--- src/rtl/tpin_pkg.sv ---
package tpin_pkg;

  localparam int CODE_W = 3;

  typedef enum logic [CODE_W-1:0] {
    TC_SHIFT   = 3'b000,
    TC_HIGH    = 3'b001,
    TC_REF     = 3'b010,
    TC_MCNT    = 3'b011,
    TC_FOUT    = 3'b100,
    TC_LOW     = 3'b101,
    TC_BYPASS  = 3'b110,
    TC_QUARTER = 3'b111
  } tcode_e;

  // True when the code reroutes the divider clock to the serial clock.
  function automatic logic code_is_bypass(input logic [CODE_W-1:0] c);
    return c == TC_BYPASS;
  endfunction

  // Node selection for the test pin.
  function automatic logic pick_node(input logic [CODE_W-1:0] c,
                                     input logic tail,
                                     input logic refc,
                                     input logic mcnt,
                                     input logic fout,
                                     input logic quarter);
    logic r;
    case (tcode_e'(c))
      TC_SHIFT:   r = tail;
      TC_HIGH:    r = 1'b1;
      TC_REF:     r = refc;
      TC_MCNT:    r = mcnt;
      TC_FOUT:    r = fout;
      TC_LOW:     r = 1'b0;
      TC_BYPASS:  r = mcnt;
      TC_QUARTER: r = quarter;
      default:    r = 1'b0;
    endcase
    return r;
  endfunction

endpackage

--- src/rtl/tpin_code_latch.sv ---
module tpin_code_latch
  import tpin_pkg::*;
(
  input  logic              clk,
  input  logic              rst_n,
  input  logic              par_load,
  input  logic              code_load,
  input  logic [CODE_W-1:0] code_in,
  output logic [CODE_W-1:0] code_eff
);

  logic [CODE_W-1:0] code_q;
  logic              take_code;

  assign take_code = par_load && code_load;

  always_ff @(posedge clk or negedge rst_n) begin
    if (!rst_n)         code_q <= TC_SHIFT;
    else if (!par_load) code_q <= TC_SHIFT;
    else if (take_code) code_q <= code_in;
  end

  // A low strobe overrides the stored code at once.
  assign code_eff = par_load ? code_q : TC_SHIFT;

  assert_par_clear_R7: assert property (@(posedge clk) disable iff (!rst_n)
    !par_load |=> (code_q == TC_SHIFT));

  assert_load_capture_R8: assert property (@(posedge clk) disable iff (!rst_n)
    take_code |=> (code_q == $past(code_in)));

  assert_hold_code_R8: assert property (@(posedge clk) disable iff (!rst_n)
    (par_load && !code_load) |=> $stable(code_q));

endmodule

--- src/rtl/tpin_quarter_div.sv ---
module tpin_quarter_div #(
  parameter int DIV_W = 2
) (
  input  logic clk,
  input  logic rst_n,
  input  logic src,
  output logic quarter
);

  localparam int MSB = DIV_W - 1;

  logic             src_q;
  logic             src_rise;
  logic [DIV_W-1:0] cnt_q;

  assign src_rise = src && !src_q;

  always_ff @(posedge clk or negedge rst_n) begin
    if (!rst_n) begin
      src_q <= 1'b0;
      cnt_q <= '0;
    end else begin
      src_q <= src;
      if (src_rise) cnt_q <= cnt_q + 1'b1;
    end
  end

  assign quarter = cnt_q[MSB];

  assert_quarter_hold_R4: assert property (@(posedge clk) disable iff (!rst_n)
    !src_rise |=> $stable(cnt_q));

endmodule

--- src/rtl/tpin_clk_switch.sv ---
module tpin_clk_switch (
  input  logic clk,
  input  logic rst_n,
  input  logic want_alt,
  input  logic clk_pri,
  input  logic clk_alt,
  output logic sel_alt,
  output logic clk_out
);

  logic both_low;
  logic switch_ok;

  assign both_low  = !clk_pri && !clk_alt;
  assign switch_ok = both_low && (want_alt != sel_alt);

  always_ff @(posedge clk or negedge rst_n) begin
    if (!rst_n)         sel_alt <= 1'b0;
    else if (switch_ok) sel_alt <= want_alt;
  end

  assign clk_out = sel_alt ? clk_alt : clk_pri;

  assert_switch_low_R6: assert property (@(posedge clk) disable iff (!rst_n)
    (sel_alt != $past(sel_alt)) |-> (!$past(clk_pri) && !$past(clk_alt)));

  assert_switch_dir_R6: assert property (@(posedge clk) disable iff (!rst_n)
    (sel_alt != $past(sel_alt)) |-> (sel_alt == $past(want_alt)));

endmodule

--- src/rtl/tpin_select.sv ---
module tpin_select
  import tpin_pkg::*;
#(
  parameter int QDIV_W = 2
) (
  input  logic              clk,
  input  logic              rst_n,
  input  logic              par_load,
  input  logic              code_load,
  input  logic [CODE_W-1:0] code_in,
  input  logic              ref_clk,
  input  logic              vco_clk,
  input  logic              ser_clk,
  input  logic              mcnt_in,
  input  logic              fout_in,
  input  logic              shift_tail,
  output logic              test_pin,
  output logic              div_clk,
  output logic              clk_sel
);

  logic [CODE_W-1:0] code_eff;
  logic              quarter;
  logic              want_bypass;

  tpin_code_latch u_latch (
    .clk       (clk),
    .rst_n     (rst_n),
    .par_load  (par_load),
    .code_load (code_load),
    .code_in   (code_in),
    .code_eff  (code_eff)
  );

  tpin_quarter_div #(.DIV_W(QDIV_W)) u_quarter (
    .clk     (clk),
    .rst_n   (rst_n),
    .src     (fout_in),
    .quarter (quarter)
  );

  assign want_bypass = code_is_bypass(code_eff);

  tpin_clk_switch u_switch (
    .clk      (clk),
    .rst_n    (rst_n),
    .want_alt (want_bypass),
    .clk_pri  (vco_clk),
    .clk_alt  (ser_clk),
    .sel_alt  (clk_sel),
    .clk_out  (div_clk)
  );

  assign test_pin = pick_node(code_eff, shift_tail, ref_clk, mcnt_in,
                              fout_in, quarter);

  assert_bypass_route_R5: assert property (@(posedge clk) disable iff (!rst_n)
    clk_sel |-> (div_clk == ser_clk));

  assert_normal_route_R5: assert property (@(posedge clk) disable iff (!rst_n)
    !clk_sel |-> (div_clk == vco_clk));

  assert_sel_needs_code_R5: assert property (@(posedge clk) disable iff (!rst_n)
    $rose(clk_sel) |-> $past(want_bypass));

  assert_par_low_pin_R7: assert property (@(posedge clk) disable iff (!rst_n)
    !par_load |-> (test_pin == shift_tail));

endmodule

--- config.mk ---
export PLATFORM = sky130hd
export DESIGN_NAME = tpin_select
export DESIGN_NICKNAME = d
export VERILOG_FILES = /design/src/rtl/tpin_pkg.sv /design/src/rtl/tpin_code_latch.sv /design/src/rtl/tpin_quarter_div.sv /design/src/rtl/tpin_clk_switch.sv /design/src/rtl/tpin_select.sv
export SDC_FILE = /design/constraint.sdc
export NUM_CORES = 1
export LEC_CHECK = 0
export BUFFER_PORTS_ARGS = -buffer_cell sky130_fd_sc_hd__buf_2
export CORE_AREA = 2 2 39 41
export CTS_BUF_LIST = sky130_fd_sc_hd__clkbuf_8
export DETAILED_ROUTE_END_ITERATION = 7
export DIE_AREA = 0 0 41 43
export HOLD_SLACK_MARGIN = 0.05
export SLEW_MARGIN = 20
export SYNTH_ARGS = -nofsm -noshare
export SYNTH_HDL_FRONTEND = slang
export SYNTH_SLANG_ARGS = --single-unit
export TNS_END_PERCENT = 20
--- constraint.sdc ---
create_clock -name clk -period 1 [get_ports clk]
set_input_delay 0.1 -clock clk [delete_from_list [all_inputs] [get_ports clk]]
set_output_delay 0.1 -clock clk [all_outputs]
set_load 0.01 [all_outputs]
==> results of run 1 <==
## per-layer routing
| metal | wire, µm | vias up | track usage (%) |
|---|---|---|---|
| met3 | 26 | 2 | 3.14 |
| met2 | 442 | 7 | 18.8 |
| met4 | 8 | 0 | 8.00 |
| li1 | - | 167 | - |
| met1 | 352 | 158 | 14.0 |
| met5 | 0 | - | 0 |
## worst max-delay path: stages (launching register included)
cell and delay [ps]:
dfrtp_2 430, or3_4 390, a21oi_2 130, nor3_2 50
buf_2 140
## report_power, final
group	leakage [nW]	switching, mW	internal (mW)
sequential	0.0859	0.0375	0.338
combinational	0.174	0.0739	0.132
clock	0.0269	0.109	0.264
total	0.286	0.220	0.734
## metrics by stage
step	utilization (%)	setup WS [ps]	area, µm²
2_1_floorplan	-	-74.9	358
3_3_place_gp	35.4	-213	490
3_5_place_dp	35.4	-230	490
4_1_cts	42.2	-455	584
5_1_grt	43.4	-502	601
6_report	43.4	-462	601
## cells in the final DEF (no fill, tap or decap)
cell type	Yosys	routed
nor3_2	0	1
or3_4	0	1
dfrtp_1	7	5
buf_2	0	14
clkbuf_8	0	3
buf_6	0	1
nor2b_1	4	4
a2111oi_2	0	1
inv_1	0	1
nand2_1	1	1
nand3_1	1	1
o2111a_1	1	1
nand2b_1	2	2
o41ai_2	0	1
xnor2_1	2	2
mux2i_1	4	4
mux2_4	0	1
o21ai_0	1	1
dfrtp_2	0	2
a21oi_2	0	1
nand3b_1	1	1
buf_4	0	7
dlygate4sd3_1	0	2
## cell families (layout without fill, tap and decap cells)
logic type      count (synthesis)  after routing  synth area share [%]
simple gates                   11             11                  18.7
flops                           7              7                  50.4
compound gates                  5              5                  11.1
mux                             5              5                  14.7
xor+xnor                        2              2                  5.04
buf+inv                         0             28                     0
## state kept, by name, indices dropped and copies added, names as in the netlist
register and flops:
u_quarter.src_q 1, u_quarter.cnt_q 2, u_switch.sel_alt 1, u_latch.code_q 3
## area by class of cell
type / count / area (µm²) / share of cell area, %
sequential: 7 / 178 / 29.6
tap: 16 / 20.0 / 3.33
clock buffer: 3 / 41.3 / 6.87
multi-input combinational: 23 / 204 / 34.0
clock inverter: 1 / 3.75 / 0.625
timing repair buffer: 24 / 154 / 25.6
## worst paths after layout
kind	depth (start not counted)	startpoint	slack [ps]	end
max	4	u_latch.code_q[1]$_DFFE_PN0P_	-460	test_pin
min	2	ser_clk	110	u_switch.sel_alt$_DFFE_PN0P_
max reg2reg	3	u_latch.code_q[0]$_DFFE_PN0P_	-30	u_switch.sel_alt$_DFFE_PN0P_
min reg2reg	1	u_quarter.cnt_q[0]$_DFFE_PN0P_	480	u_quarter.cnt_q[0]$_DFFE_PN0P_
max in group asynchronous	2	rst_n	600	u_latch.code_q[1]$_DFFE_PN0P_
min in group asynchronous	2	rst_n	230	u_quarter.src_q$_DFF_PN0_
## timing repair
item,CTS,global route
setup endpoints to repair,3,3
buffers inserted,2,0
endpoints found under the hold margin,8,0
pin swaps,0,0
hold buffers,2,0
resized for setup,3,4
==> metrics.md, run 1 <==
| Metric | Value |
|---|---|
| N_diodes | 0 |
| ANT nets after route | 0 |
| LEAKAGE | 0.286 nW |
| #FFs+latches synth | 7 |
| Crit-path max FO | 5 |
| Total congestion overflow | 0 |
| Port-buffer cells | 15 |
| Worst slew pin tran | 310 ps |
| Clk_lat worst skew | 220 ps |
| Syn avg cell area | 11.6 µm² |
| Fin crit share | 146% |
| Share of the synthesized area in the top cell type | 50.4% |
| Die H | 43 µm |
| Dpl cells | 66 |
| Critical Path RT | 900 ps |
| Max-slew violations | 0 |
| Core ar. | 1380 µm² |
| Setup ws final | -462 ps |
| Vias | 334 |
| Fill cells | 142 |
| Total power | 954 µW |
| Syn-to-layout area delta | 72.7% |
| # H-tree levels | 1 |
| Async S/R FF share, synth | 100% |
| Drt wl/cell | 11.2 µm |
| Pin count of the biggest net entering global routing | 8 |
| Rows | 14 |
| Vias in the first global route | 349 |
| Post-synth design cell area | 348 µm² |
| Clk sinks | 7 |
| Final setup vio count | 3 |
| CP arrival | 1360 ps |
| HP Class | input port to flip-flop |
| Final #Nets | 72 |
| Initial antenna violation count | 0 |
| Critical path type | flip-flop to primary output |
| Die Wd | 41 µm |
| Crit start category | flip-flop |
| Library cells used by synthesis | 16 |
| Final Hold Vio Count | 0 |
| Max Root-Sink Buffers | 2 |
| Failing checks | setup timing |
| Worst ir drop on vdd | 0.000698 V |
| Most common cell in the netlist | dfrtp_1 |
| Clock period minus final worst setup slack | 1460 ps |
| Largest area contributor in the netlist | dfrtp_1 |
| Synth top cells by count | dfrtp_1 (7), mux2i_1 (4), nor2b_1 (4) |
| Drt pass-1 iters | 1 |
| Max-slew headroom | 79.3% |
| Seq/Total Area, Yosys | 50.4% |
| RSZ-0062 raised after global routing | true |
| Top post-synthesis cells by area | dfrtp_1 (50%), mux2i_1 (12%), nor2b_1 (7.2%) |
| CTS tree | built |
| Post-synth EDFFs | 0 |
| Crit end category | primary output |
| GRT Resource Usage Total | 12.2% |
| Die area | 1760 µm² |
| Routed vias/inst | 4.51 |
| Mapped Nets | 43 |
| Outcome | finished, violations left |
| Worst setup skew after layout | 0.527 ps |
| Top FF cell, synth | dfrtp_1 |
| DRC Markers | 0 |
| Max Freq | 0.684 GHz |
| Clock transition at path regs | 40 ps |
| Fin Hold WS | 107 ps |
| Final GP Congestion | 0.626 |
| Mapped Cells | 30 |
| Setup TNS | -637 ps |
| Global-route wire length before repair | 1.42 mm |
| Synth warn | 0 |
| Max-cap violations | 0 |
| WL final | 830 µm |
| Starting density of the core | 25.1% |
| Iter 0 DRT Violations | 0 |
| Clock root cell | clkbuf_8 |
| Non-Filler Instances | 74 |
| Power per cell area | 1590 nW/µm² |
| I/O Pins | 16 |
| Proportion of layout cells with a drive suffix above 1 | 56.9% |
| Num CTS Buffers | 3 |
(Power assumes the default switching activity.)
==> inputs of run 2 (changes only) <==
--- a/config.mk
+++ b/config.mk
@@ -12,4 +12,5 @@
 export DIE_AREA = 0 0 41 43
 export HOLD_SLACK_MARGIN = 0.05
+export PLACE_DENSITY = 0.59
 export SLEW_MARGIN = 20
 export SYNTH_ARGS = -nofsm -noshare
==> constraint.sdc (replaced) <==
create_clock -name clk -period 1.65 [get_ports clk]
set_input_delay 0.0825 -clock clk [delete_from_list [all_inputs] [get_ports clk]]
set_output_delay 0.0825 -clock clk [all_outputs]
set_load 0.01 [all_outputs]
==> run 2 against run 1 <==
Effect of this change: the run now ends clean; routed wire length fell by 19%; combinational power decreased by 60%; first-iteration DRC count stayed put; clock-buffer cell count stayed put; via count is 11% lower; final area down 15%; non-clock buffer count shrank 7; register-to-register slack improved by 710 ps; largest cell class is now sequential cells; highest routed layer is now met3.
==> metrics.md, run 2 (synthesized netlist as in run 1, its figures left out) <==
| Metric | Value |
|---|---|
| Final GP Congestion | 0.613 |
| Routed vias/inst | 4.43 |
| Dpl cell area | 443 µm² |
| Crit end category | primary output |
| Global-route wire length before repair | 1.05 mm |
| Fin Hold WS | 70.7 ps |
| Post_cts resized | 0 |
| Max-slew violations | 0 |
| Commonest non-fill, non-tap cell in the layout | buf_2 |
| Worst setup skew after layout | 0.104 ps |
| N_diodes | 0 |
| Final Hold Vio Count | 0 |
| Total congestion overflow | 0 |
| Max Freq | 0.693 GHz |
| Starting density of the core | 25.1% |
| Slowest CP cell | dfrtp_1 |
| Clock period minus final worst setup slack | 1440 ps |
| Die Wd | 41 µm |
| Clock root cell | clkbuf_8 |
| Post-Layout Inst Area | 508 µm² |
| Die H | 43 µm |
| Final HPWL from detailed placement | 517 µm |
| Worst-path cell chain | or3_1 -> a21oi_1 -> nor3_1 -> buf_2 |
| Clock transition at path regs | 40 ps |
| RSZ-0062 raised after global routing | false |
| Pin count of the biggest net entering global routing | 8 |
| Num CTS Buffers | 3 |
| ANT nets after route | 0 |
| Post-CTS Setup Inserts | 0 |
| Rows | 14 |
| Crit start category | flip-flop |
| Syn-to-layout area delta | 46.0% |
| Final #Nets | 65 |
| HP Class | input port to flip-flop |
| Power per cell area | 1070 nW/µm² |
| Final core occ | 36.7% |
| Max-slew headroom | 75.6% |
| Fin crit share | 87.4% |
| Clk_lat worst skew | 220 ps |
| Initial antenna violation count | 0 |
| Regs by FF count | u_latch.code_q x3, u_quarter.cnt_q x2 |
| CTS tree | built |
| Vias | 297 |
| Crit-path max FO | 7 |
| I/O Pins | 16 |
| Max FFs per register | 3 |
| # H-tree levels | 1 |
| Worst slew pin tran | 357 ps |
| Port-buffer cells | 15 |
| Critical Path RT | 1570 ps |
| CP arrival | 1360 ps |
| Die area | 1760 µm² |
| Iter 0 DRT Violations | 0 |
| Clk sinks | 7 |
| Max-cap violations | 0 |
| DRC Markers | 0 |
| Critical path buffers and inverters | 1 |
| GRT Resource Usage Total | 9.34% |
| Outcome | complete, no violations |
| Final setup vio count | 0 |
| Proportion of layout cells with a drive suffix above 1 | 37.3% |
| Drt pass-1 iters | 1 |
| Core ar. | 1380 µm² |
| Vias in the first global route | 256 |
| Crit-path leading delay family | flip-flops |
| Drt wl/cell | 10.0 µm |
| Worst path max stage delay | 430 ps |
| Hold_buf cts | 2 |
| Setup TNS | 0 ps |
| Critical path type | flip-flop to primary output |
| LEAKAGE | 0.242 nW |
| Commonest non-fill, non-tap cells in the layout | buf_2 (15), dfrtp_1 (7), mux2i_1 (4), nor2b_1 (4), clkbuf_8 (3) |
| Max Root-Sink Buffers | 2 |
| Worst ir drop on vdd | 0.000406 V |
| WL final | 670 µm |
| Biggest register | u_latch.code_q |
==> run 2: final cells by class <==
cell class,instances,area (µm²)
fill,146,876
sequential,7,175
multi-input combinational,23,173
timing repair buffer,17,95.1
clock buffer,3,41.3
tap,16,20.0
clock inverter,1,3.75
==> run 2: metrics by stage <==
stage,power (mW),worst slack (ps),std cells
6_report,0.543,207,67
5_1_grt,0.572,129,67
4_1_cts,0.550,196,67
3_5_place_dp,0.308,438,61
3_3_place_gp,0.307,448,61
2_1_floorplan,0.274,535,30
==> run 2: worst paths after layout <==
path / cells after the start / slack (ps) / start / endpoint
max in group asynchronous: 2 / 1270 / rst_n / u_latch.code_q[1]$_DFFE_PN0P_
max: 4 / 210 / u_latch.code_q[0]$_DFFE_PN0P_ / test_pin
max reg2reg: 2 / 680 / u_latch.code_q[0]$_DFFE_PN0P_ / u_switch.sel_alt$_DFFE_PN0P_
min: 2 / 70 / vco_clk / u_switch.sel_alt$_DFFE_PN0P_
min reg2reg: 1 / 470 / u_quarter.cnt_q[1]$_DFFE_PN0P_ / u_quarter.cnt_q[1]$_DFFE_PN0P_
min in group asynchronous: 2 / 230 / rst_n / u_quarter.cnt_q[0]$_DFFE_PN0P_
==> run 2: metal layers <==
metal / track usage (%) / up-vias / wire, µm / part of all wire, %
met5: 0 / - / 0 / 0
li1: - / 153 / - / -
met3: 3.14 / 0 / 39 / 5.8
met4: 8.00 / 0 / 0 / 0
met2: 11.3 / 8 / 321 / 48
met1: 12.7 / 136 / 310 / 46
==> run 2: power breakdown <==
part,internal [mW],switching [mW],leakage (nW),total [mW]
sequential,0.204,0.0229,0.0888,0.227
clock,0.161,0.0722,0.0269,0.233
combinational,0.0499,0.0332,0.126,0.0831
total,0.415,0.128,0.242,0.543
